## config.mk

```make
export PLATFORM = sky130hd
export DESIGN_NAME = rng_read_unit
export DESIGN_NICKNAME = d
export VERILOG_FILES = /design/src/rtl/rng_rd_pkg.sv /design/src/rtl/rng_rd_decode.sv /design/src/rtl/rng_rd_timer.sv /design/src/rtl/rng_rd_mixer.sv /design/src/rtl/rng_read_unit.sv
export SDC_FILE = /design/constraint.sdc
export NUM_CORES = 1
export LEC_CHECK = 0
export CAP_MARGIN = 20
export CORE_AREA = 2 2 107 212
export CTS_BUF_LIST = sky130_fd_sc_hd__clkbuf_4 sky130_fd_sc_hd__clkbuf_8 sky130_fd_sc_hd__clkbuf_16
export CTS_CLUSTER_DIAMETER = 80
export DETAILED_ROUTE_END_ITERATION = 6
export DIE_AREA = 0 0 109 214
export PLACE_DENSITY = 0.75
export SETUP_SLACK_MARGIN = 0.3
export SYNTH_ARGS = -nofsm -noshare
export SYNTH_HDL_FRONTEND = slang
export SYNTH_HIERARCHICAL = 1
export SYNTH_SLANG_ARGS = --single-unit
```

## constraint.sdc

```tcl
create_clock -name clk -period 4.4 [get_ports clk]
set_input_delay 0.66 -clock clk [delete_from_list [all_inputs] [get_ports clk]]
set_output_delay 0.66 -clock clk [all_outputs]
set_load 0.01 [all_outputs]
```

## src/rtl/rng_rd_pkg.sv

```systemverilog
`timescale 1ns/1ps
package rng_rd_pkg;
  localparam int DATA_W = 64;

  typedef enum logic [1:0] {KIND_MISS, KIND_TRAP, KIND_UNDEF, KIND_READ} access_kind_e;

  localparam logic [1:0] SEL_OP0 = 2'b11;
  localparam logic [2:0] SEL_OP1 = 3'b011;
  localparam logic [3:0] SEL_CRN = 4'b0010;
  localparam logic [3:0] SEL_CRM = 4'b0100;
  localparam logic [2:0] SEL_OP2 = 3'b001;
  localparam logic [1:0] LVL_TOP = 2'd3;

  localparam logic [3:0] FLAGS_OK   = 4'b0000;
  localparam logic [3:0] FLAGS_FAIL = 4'b0100;

  localparam logic [DATA_W-1:0] LFSR_TAPS = 64'hD800_0000_0000_0000;
  localparam logic [DATA_W-1:0] ZERO_FILL = 64'h9E37_79B9_7F4A_7C15;

  function automatic logic [DATA_W-1:0] lfsr_adv(input logic [DATA_W-1:0] x);
    return (x >> 1) ^ (x[0] ? LFSR_TAPS : '0);
  endfunction
endpackage

```

## src/rtl/rng_rd_decode.sv

```systemverilog
`timescale 1ns/1ps
module rng_rd_decode
  import rng_rd_pkg::*;
(
  input  logic [1:0]   op0,
  input  logic [2:0]   op1,
  input  logic [3:0]   crn,
  input  logic [3:0]   crm,
  input  logic [2:0]   op2,
  input  logic [1:0]   level,
  input  logic         feat_rng,
  input  logic         feat_trap,
  input  logic         trap_ctl,
  input  logic         sdd_undef,
  output access_kind_e kind
);
  logic hit;

  always_comb begin
    hit = (op0 == SEL_OP0) && (op1 == SEL_OP1) && (crn == SEL_CRN) &&
          (crm == SEL_CRM) && (op2 == SEL_OP2);
    kind = KIND_MISS;
    if (hit) begin
      if (feat_trap && trap_ctl)
        kind = ((level != LVL_TOP) && sdd_undef) ? KIND_UNDEF : KIND_TRAP;
      else if (!feat_rng)
        kind = KIND_UNDEF;
      else
        kind = KIND_READ;
    end
  end
endmodule

```

## src/rtl/rng_rd_timer.sv

```systemverilog
`timescale 1ns/1ps
module rng_rd_timer #(
  parameter int LIMIT = 1024
) (
  input  logic clk,
  input  logic rst_n,
  input  logic clear,
  input  logic tick,
  output logic expired
);
  localparam int CW = (LIMIT > 2) ? $clog2(LIMIT) : 1;
  localparam logic [CW-1:0] LAST = CW'(LIMIT - 1);

  logic [CW-1:0] cnt;

  assign expired = tick && (cnt == LAST);

  always_ff @(posedge clk) begin
    if (!rst_n)     cnt <= '0;
    else if (clear) cnt <= '0;
    else if (tick && !expired) cnt <= cnt + 1'b1;
  end
endmodule

```

## src/rtl/rng_rd_mixer.sv

```systemverilog
`timescale 1ns/1ps
module rng_rd_mixer
  import rng_rd_pkg::*;
(
  input  logic              clk,
  input  logic              rst_n,
  input  logic              absorb,
  input  logic [DATA_W-1:0] ent_word,
  output logic [DATA_W-1:0] fresh
);
  logic [DATA_W-1:0] state;
  logic [DATA_W-1:0] mixed;
  logic [DATA_W-1:0] once;

  always_comb begin
    mixed = state ^ ent_word;
    if (mixed == '0) mixed = ZERO_FILL;
    once  = lfsr_adv(mixed);
    fresh = (once == state) ? lfsr_adv(once) : once;
  end

  always_ff @(posedge clk) begin
    if (!rst_n)      state <= '0;
    else if (absorb) state <= fresh;
  end
endmodule

```

## src/rtl/rng_read_unit.sv

```systemverilog
`timescale 1ns/1ps
module rng_read_unit
  import rng_rd_pkg::*;
#(
  parameter int          TIMEOUT_CYC = 1024,
  parameter int          CLASS_W     = 6,
  parameter logic [CLASS_W-1:0] TRAP_CLASS = 6'h18
) (
  input  logic               clk,
  input  logic               rst_n,
  input  logic               req_valid,
  output logic               req_ready,
  input  logic [1:0]         req_op0,
  input  logic [2:0]         req_op1,
  input  logic [3:0]         req_crn,
  input  logic [3:0]         req_crm,
  input  logic [2:0]         req_op2,
  input  logic [1:0]         req_level,
  input  logic               feat_rng,
  input  logic               feat_trap,
  input  logic               trap_ctl,
  input  logic               sdd_undef,
  input  logic               ent_valid,
  output logic               ent_ready,
  input  logic [DATA_W-1:0]  ent_data,
  output logic               rsp_valid,
  input  logic               rsp_ready,
  output logic [DATA_W-1:0]  rsp_data,
  output logic [3:0]         rsp_flags,
  output logic               rsp_trap,
  output logic               rsp_undef,
  output logic               rsp_done,
  output logic [CLASS_W-1:0] rsp_class
);
  typedef enum logic [1:0] {ST_IDLE, ST_WAIT, ST_RESP} phase_e;

  phase_e            phase;
  access_kind_e      kind;
  logic              accept;
  logic              ent_fire;
  logic              expired;
  logic [DATA_W-1:0] fresh;

  assign req_ready = (phase == ST_IDLE);
  assign ent_ready = (phase == ST_WAIT);
  assign rsp_valid = (phase == ST_RESP);
  assign accept    = req_valid && req_ready;
  assign ent_fire  = ent_valid && ent_ready;

  rng_rd_decode u_decode (
    .op0(req_op0), .op1(req_op1), .crn(req_crn), .crm(req_crm), .op2(req_op2),
    .level(req_level), .feat_rng(feat_rng), .feat_trap(feat_trap),
    .trap_ctl(trap_ctl), .sdd_undef(sdd_undef), .kind(kind)
  );

  rng_rd_timer #(.LIMIT(TIMEOUT_CYC)) u_timer (
    .clk(clk), .rst_n(rst_n), .clear(accept),
    .tick(ent_ready && !ent_valid), .expired(expired)
  );

  rng_rd_mixer u_mixer (
    .clk(clk), .rst_n(rst_n), .absorb(ent_fire),
    .ent_word(ent_data), .fresh(fresh)
  );

  always_ff @(posedge clk) begin
    if (!rst_n) begin
      phase     <= ST_IDLE;
      rsp_data  <= '0;
      rsp_flags <= FLAGS_OK;
      rsp_trap  <= 1'b0;
      rsp_undef <= 1'b0;
      rsp_done  <= 1'b0;
      rsp_class <= '0;
    end else begin
      unique case (phase)
        ST_IDLE: if (accept) begin
          rsp_data  <= '0;
          rsp_flags <= FLAGS_OK;
          rsp_trap  <= (kind == KIND_TRAP);
          rsp_undef <= (kind == KIND_UNDEF);
          rsp_done  <= 1'b0;
          rsp_class <= (kind == KIND_TRAP) ? TRAP_CLASS : '0;
          phase     <= (kind == KIND_READ) ? ST_WAIT : ST_RESP;
        end
        ST_WAIT: begin
          if (ent_fire) begin
            rsp_data  <= fresh;
            rsp_flags <= FLAGS_OK;
            rsp_done  <= 1'b1;
            phase     <= ST_RESP;
          end else if (expired) begin
            rsp_data  <= '0;
            rsp_flags <= FLAGS_FAIL;
            rsp_done  <= 1'b1;
            phase     <= ST_RESP;
          end
        end
        ST_RESP: if (rsp_ready) phase <= ST_IDLE;
        default: phase <= ST_IDLE;
      endcase
    end
  end
endmodule

```

# Word-level counts from Yosys, hierarchy flattened
# Cells that the tools add are included.
op_classes:
  n_addsub: 1
  eq_ne: 16
  mux: 27
  bitwise_logic: 4
  n_reduce_logical: 20
ops:
  columns: ["cell", "count"]
  rows:
  - ["two-way mux 64 bit", 7]
  - ["one-hot mux 64 bit (2 select lines)", 1]
  - ["bitwise XOR 63 x 64 -> 64 bit", 2]
  - ["equality test 64 bit", 1]
  - ["logical NOT 64 bit", 1]
  - ["bitwise XOR 64 bit", 1]
  - ["two-way mux 2 bit", 8]
  - ["two-way mux 4 bit", 3]
  - ["logical AND 1 bit", 11]
  - ["adder 10 x 1 -> 10 bit (second input constant)", 1]
  - ["equality test 10 bit (second input constant)", 1]
  - ["equality test 2 bit (second input constant)", 4]
  - ["one-hot mux 4 bit (2 select lines)", 1]
  - ["one-hot mux 2 bit (3 select lines)", 1]
  - ["AND reduction 3 bit", 2]
  - ["two-way mux 5 bit", 1]
  - ["equality test 2 x 1 -> 1 bit (second input constant)", 2]
  - ["equality test 4 x 2 -> 1 bit (second input constant)", 1]
  - ["equality test 4 x 3 -> 1 bit (second input constant)", 1]
  - ["two-way mux 1 bit", 4]
  - ["!= test 2 x 1 -> 1 bit (second input constant)", 2]
  - ["equality test 3 x 1 -> 1 bit (second input constant)", 1]
  - ["equality test 3 x 2 -> 1 bit (second input constant)", 1]
  - ["!= test 3 x 1 -> 1 bit (second input constant)", 1]
  - ["other kinds (8)", 9]
totals:
  register_bits: 153
  input_bits: 91
  out_inout_bits: 80
  wordCells: 77

# Depth between registers and ports, before layout
logic_depth:
  word_depth: 10
  depth_mapped: 15

# Modules after synthesis
# The synthesis kept the hierarchy.
modules_own_cells:
  columns: ["module", "instances", "cells_per_inst", "area_each_um2", "seq_area_each_um2"]
  rows:
  - ["rng_rd_mixer", 1, 860, 6424.9, 1281.2]
  - ["rng_read_unit", 1, 188, 2452.4, 1401.3]
  - ["rng_rd_timer", 1, 66, 586.8, 200.2]
  - ["rng_rd_decode", 1, 11, 92.6, 0.0]

# Worst setup path before layout
# Ideal clock, no wire load.
synth_path:
  kind: "input to register"
  from: "input ent_data[27]"
  to: "register rsp_data[30]"
  arrival_time_ns: 3.829
  t_required_ns: 4.283
  path_slack_ns: 0.454
  stages: 13
  n_path_buf: 3
  cell_sequence: "xor2_1 -> or4_1 -> nor4_2 -> and4_1 -> buf_4 -> o211ai_1 -> a211o_1 -> or4_1 -> clkbuf_1 -> nor3_4 -> buf_6 -> mux2i_1 -> a22o_2"
synth_between:
  elab_chain_len: 9
  word_cells_on_any_way: 10
  cone_classes: "eq/ne (1); mux (5); bitwise (3); reduce/logical (1)"
synth_rtl:
  columns: ["item", "line_no", "rtl"]
  rows:
  - ["start, declared", "rng_read_unit.sv:25", "input logic [DATA_W-1:0] ent_data,"]
  - ["bitwise XOR 64 bit (*)", "rng_rd_mixer.sv:16", "mixed = state ^ ent_word;"]
  - ["logical NOT 64 bit", "rng_rd_mixer.sv:17", "if (mixed == '0) mixed = ZERO_FILL;"]
  - ["two-way mux 64 bit (*)", "rng_rd_mixer.sv:17", null]
  - ["two-way mux 64 bit", "rng_rd_pkg.sv:21", "return (x >> 1) ^ (x[0] ? LFSR_TAPS : '0);"]
  - ["bitwise XOR 63 x 64 -> 64 bit (*)", "rng_rd_pkg.sv:21", null]
  - ["equality test 64 bit", "rng_rd_mixer.sv:19", "fresh = (once == state) ? lfsr_adv(once) : once;"]
  - ["two-way mux 64 bit (*)", "rng_rd_mixer.sv:19", null]
  - ["named net fresh[30]", "rng_read_unit.sv:42", "logic [DATA_W-1:0] fresh;"]
  - ["two-way mux 64 bit (*)", "rng_read_unit.sv:87", "if (ent_fire) begin"]
  - ["one-hot mux 64 bit (2 select lines) (*)", "rng_read_unit.sv:76", "unique case (phase)"]
  - ["end signal, assigned", "rng_read_unit.sv:88", "rsp_data <= fresh;"]
  - ["end, declared", "rng_read_unit.sv:28", "output logic [DATA_W-1:0] rsp_data,"]
# The timed path passes the listed nets; every way through them passes the cells marked *.
# A chain may end at the register's enable or synchronous reset.

# Worst setup path after layout
layout_path:
  from: "input ent_data[37]"
  to: "register rsp_data[34]"
# Same word-level chain as after synthesis.

==> impl_results.md <==
- Final net count: about 1500
- Final min period: between 4 and 5 ns
- Layout overhead on the synthesized area: 44.03%
- Clock tree buffer depth: 2
- Slew @ Worst Pin: about 1.2 ns
- Total Wirelength: 43.17 mm
- Psw: approximately 870 uW
- Antenna Violating Nets Remaining: 0
- Startpoint types: input port
- Post-CTS Hold Fix Bufs: 0
- Initial DRT Pass Iterations: 7
- Combinational share of power: 0.147
- Worst-Skew Late Latency: 0.46 ns
- Highest routed metal layer: met4
- Core area: roughly 22000 um2
- Drt wl/cell: between 20 and 30 um
- Post-synthesis adder-cell area fraction: 0.001309
- Sequential-to-total area share from yosys stat: 0.3016
- CTS buffer count: 17
- Vias in the first global route: ~11000
- DRT iter0 DRCs: around 990
- Cell Int Power: between 2000 and 2500 uW
- CTS Root Cell: clkbuf_16
- Ports: 171
- Grt ovf: 0
- Failing checks: design-rule violations
- Metal2 WL: 20.57 mm
- Initial antenna violation count: 0
- Slew Viols, Final: 0
- FMAX: approximately 0.24 GHz
- Mean Syn Cell Area: about 8.5 um2
- Main synth FF type: dfxtp_1
- Setup violators final: 0
- Die Area: approximately 23000 um2
- DIE HEIGHT: ~210 um
- Initial Util: 0.4427
- Synth unique cells: 73
- DRC: 1
- Largest net degree at the start of global routing: 69
- Number of flops mapped to enable cells by yosys: 0
- Run status: finished, violations left
- Synth Area in Simple Gates: 0.2214
- Fin cells: 1681
- Vias per Instance: ~6.6
- PortBufs: ~160
- Fin crit share: 0.9474
- Global Route Usage Sum: 0.3655
- Mapped Area: approximately 9600 um2
- PwrDens: 241.4 nW/um2
- Clk sinks: 144
- Sw frac: 0.2627
- H-tree levels: 4
- Synth Area in Compound Gates: 0.2251
- CTS tree: yes
- Mapped Cells: between 1000 and 1500
- Multiplexer share of the synthesized area: 0.04936
- Hold WS: between 0.4 and 0.5 ns
- Largest family of logic cells by synthesized area: compound AO/OA/AOI/OAI gates
- Synthesized flop and latch total: 144
- Synthesis Warnings: 6
- Relative slew slack: 0.2146
- Clock Skew: 0.01240 ns
- Post-Synth XOR/XNOR Area: 0.1265
- Max Cap Viol: 0
- Setup CP Type: in -> reg
- # fillers: ~1800
- Setup TNS: 0 ns
- Hold Fails Final Rpt: 0
- Peak supply drop: around 0.00022 V
- Sequential power share: 0.393
- Inst Count DP: about 1600
- Post-DP HPWL: ~30 mm
- Met3 routed WL: approximately 4.2 mm
- DR vias: 11150
- DRT met1 WL: around 13 mm
- Commonest non-fill, non-tap cell in the layout: buf_4
- # rows: 76
- Chip Width: around 110 um
- Max FO, Critical Path: 9
- Cell leakage power: between 0.005 and 0.006 uW
- Layout cells sized above 1: 0.2301
- Hold Crit Class: reg -> reg
- Crit path DAT: between 4 and 5 ns
- WP data required: about 4.7 ns
- RSZ-0062 raised after global routing: no
- Wire length of the first global-routing pass: 63.55 mm
- Setup crit end kind: flip-flop
- Commonest non-fill, non-tap cells in the layout: buf_4 (187), dfxtp_1 (143), clkdlybuf4s50_1 (141), nor2_1 (67), xnor2_1 (66)
- Clock-pin slew on the worst setup and hold paths: around 0.06 ns
- FFs w/ async S/R, synth: 0
- Placer Congestion: just over 1
- Antenna cells: 0
- Clock power frac: 0.460
==> routing by layer <==
| layer | vias to the layer above | global-route usage |
|---|---|---|
| met1 | 5207 | 0.3685 |
| met5 | - | 0 |
| met2 | 827 | 0.5816 |
| li1 | 4830 | - |
| met3 | 286 | 0.1053 |
| met4 | 0 | 0.3483 |
==> worst max-delay path, cell delays in order <==
cell and delay [ns]:
clkdlybuf4s50_1 0.50, xor2_2 0.29, nand4b_1 0.21, nor4_2 0.06, buf_4 0.14, nand4_1 0.12
buf_4 0.16, buf_4 0.12, o21ai_0 0.41, o2bb2ai_1 0.31, or4_4 0.57, buf_12 0.17
buf_12 0.13, nor4_1 0.31, o21ai_0 0.12, a22o_1 0.22
==> metrics by stage <==
step	instance area [um2]	worst slack (ns)	total power, uW	util
finish	13760	0.2316	3323	0.6377
global route	13760	0.1670	3404	0.6377
CTS	13260	0.3070	3294	0.6141
detailed placement	12480	-0.2923	1777	0.5780
global placement	12480	-0.2471	1774	0.5780
floorplan	9579	0.4537	1525	-
==> layout make-up <==
cell class              count  area (um2)  share of cell area
clock buffers              20       460.4             0.03345
clock inverters             9       135.1            0.009817
inverters                   3       11.26           0.0008181
multi-input cells         862        6462              0.4695
flip-flops and latches    144        2884              0.2095
well taps                 273       341.6             0.02482
repair buffers            370        3470              0.2521
==> flip-flops by register name (all words and copies together), names as in the netlist <==
name           count
phase              2
rsp_class          1
rsp_data          64
rsp_done           1
rsp_flags          1
rsp_undef          1
u_mixer/state     64
u_timer/cnt       10
==> worst paths after layout <==
| kind | start | to | slack [ns] | cells after the start |
|---|---|---|---|---|
| setup / recovery | ent_data[37] | rsp_data[34]$_SDFFE_PN0P_ | 0.23 | 16 |
| hold / removal | rsp_flags[2]$_SDFFE_PN0P_ | rsp_flags[2]$_SDFFE_PN0P_ | 0.46 | 2 |
| setup reg to reg | u_mixer/state[39]$_SDFFE_PN0P_ | rsp_data[34]$_SDFFE_PN0P_ | 0.38 | 14 |
| hold reg to reg | rsp_flags[2]$_SDFFE_PN0P_ | rsp_flags[2]$_SDFFE_PN0P_ | 0.46 | 2 |
==> power groups by stage <==
| stage | sequential [uW] | combinational (uW) | clock [uW] |
|---|---|---|---|
| global route | 1310 | 507 | 1590 |
| finish | 1310 | 488 | 1530 |
| global placement | 1330 | 440 | 0 |
| CTS | 1310 | 449 | 1540 |
| detailed placement | 1330 | 442 | 0 |
| floorplan | 1330 | 190 | 0 |
==> Yosys cell counts (all sizes together), types with 12 or more instances <==
master,number,area share
clkbuf,84,0.033
xor2,48,0.044
o311ai,41,0.038
a211oi,17,0.014
a22o,65,0.060
xnor2,90,0.082
nor4,45,0.031
nor3,42,0.023
nand3,66,0.035
a31oi,39,0.026
buf,37,0.039
o211ai,12,0.0094
o21ai,59,0.031
nor2,67,0.026
nand4,42,0.028
o31ai,17,0.013
dfxtp,144,0.30
a21oi,20,0.010
mux2i,46,0.048
nand2,32,0.013
==> timing repair <==
item,in CTS,in global routing
setup buffers,4,11
pin swaps,5,30
resized for setup,22,78
endpoints found under the setup margin,54,128
gates cloned,2,1
==> kinds of logic after synthesis <==
kind of cell	after synthesis
simple gates	371
compound gates	298
flops	144
xor+xnor	138
buf+inv	125
mux	47
fa+ha+maj	1
other cells	1
No activity file was read; power rests on OpenSTA's default activity.
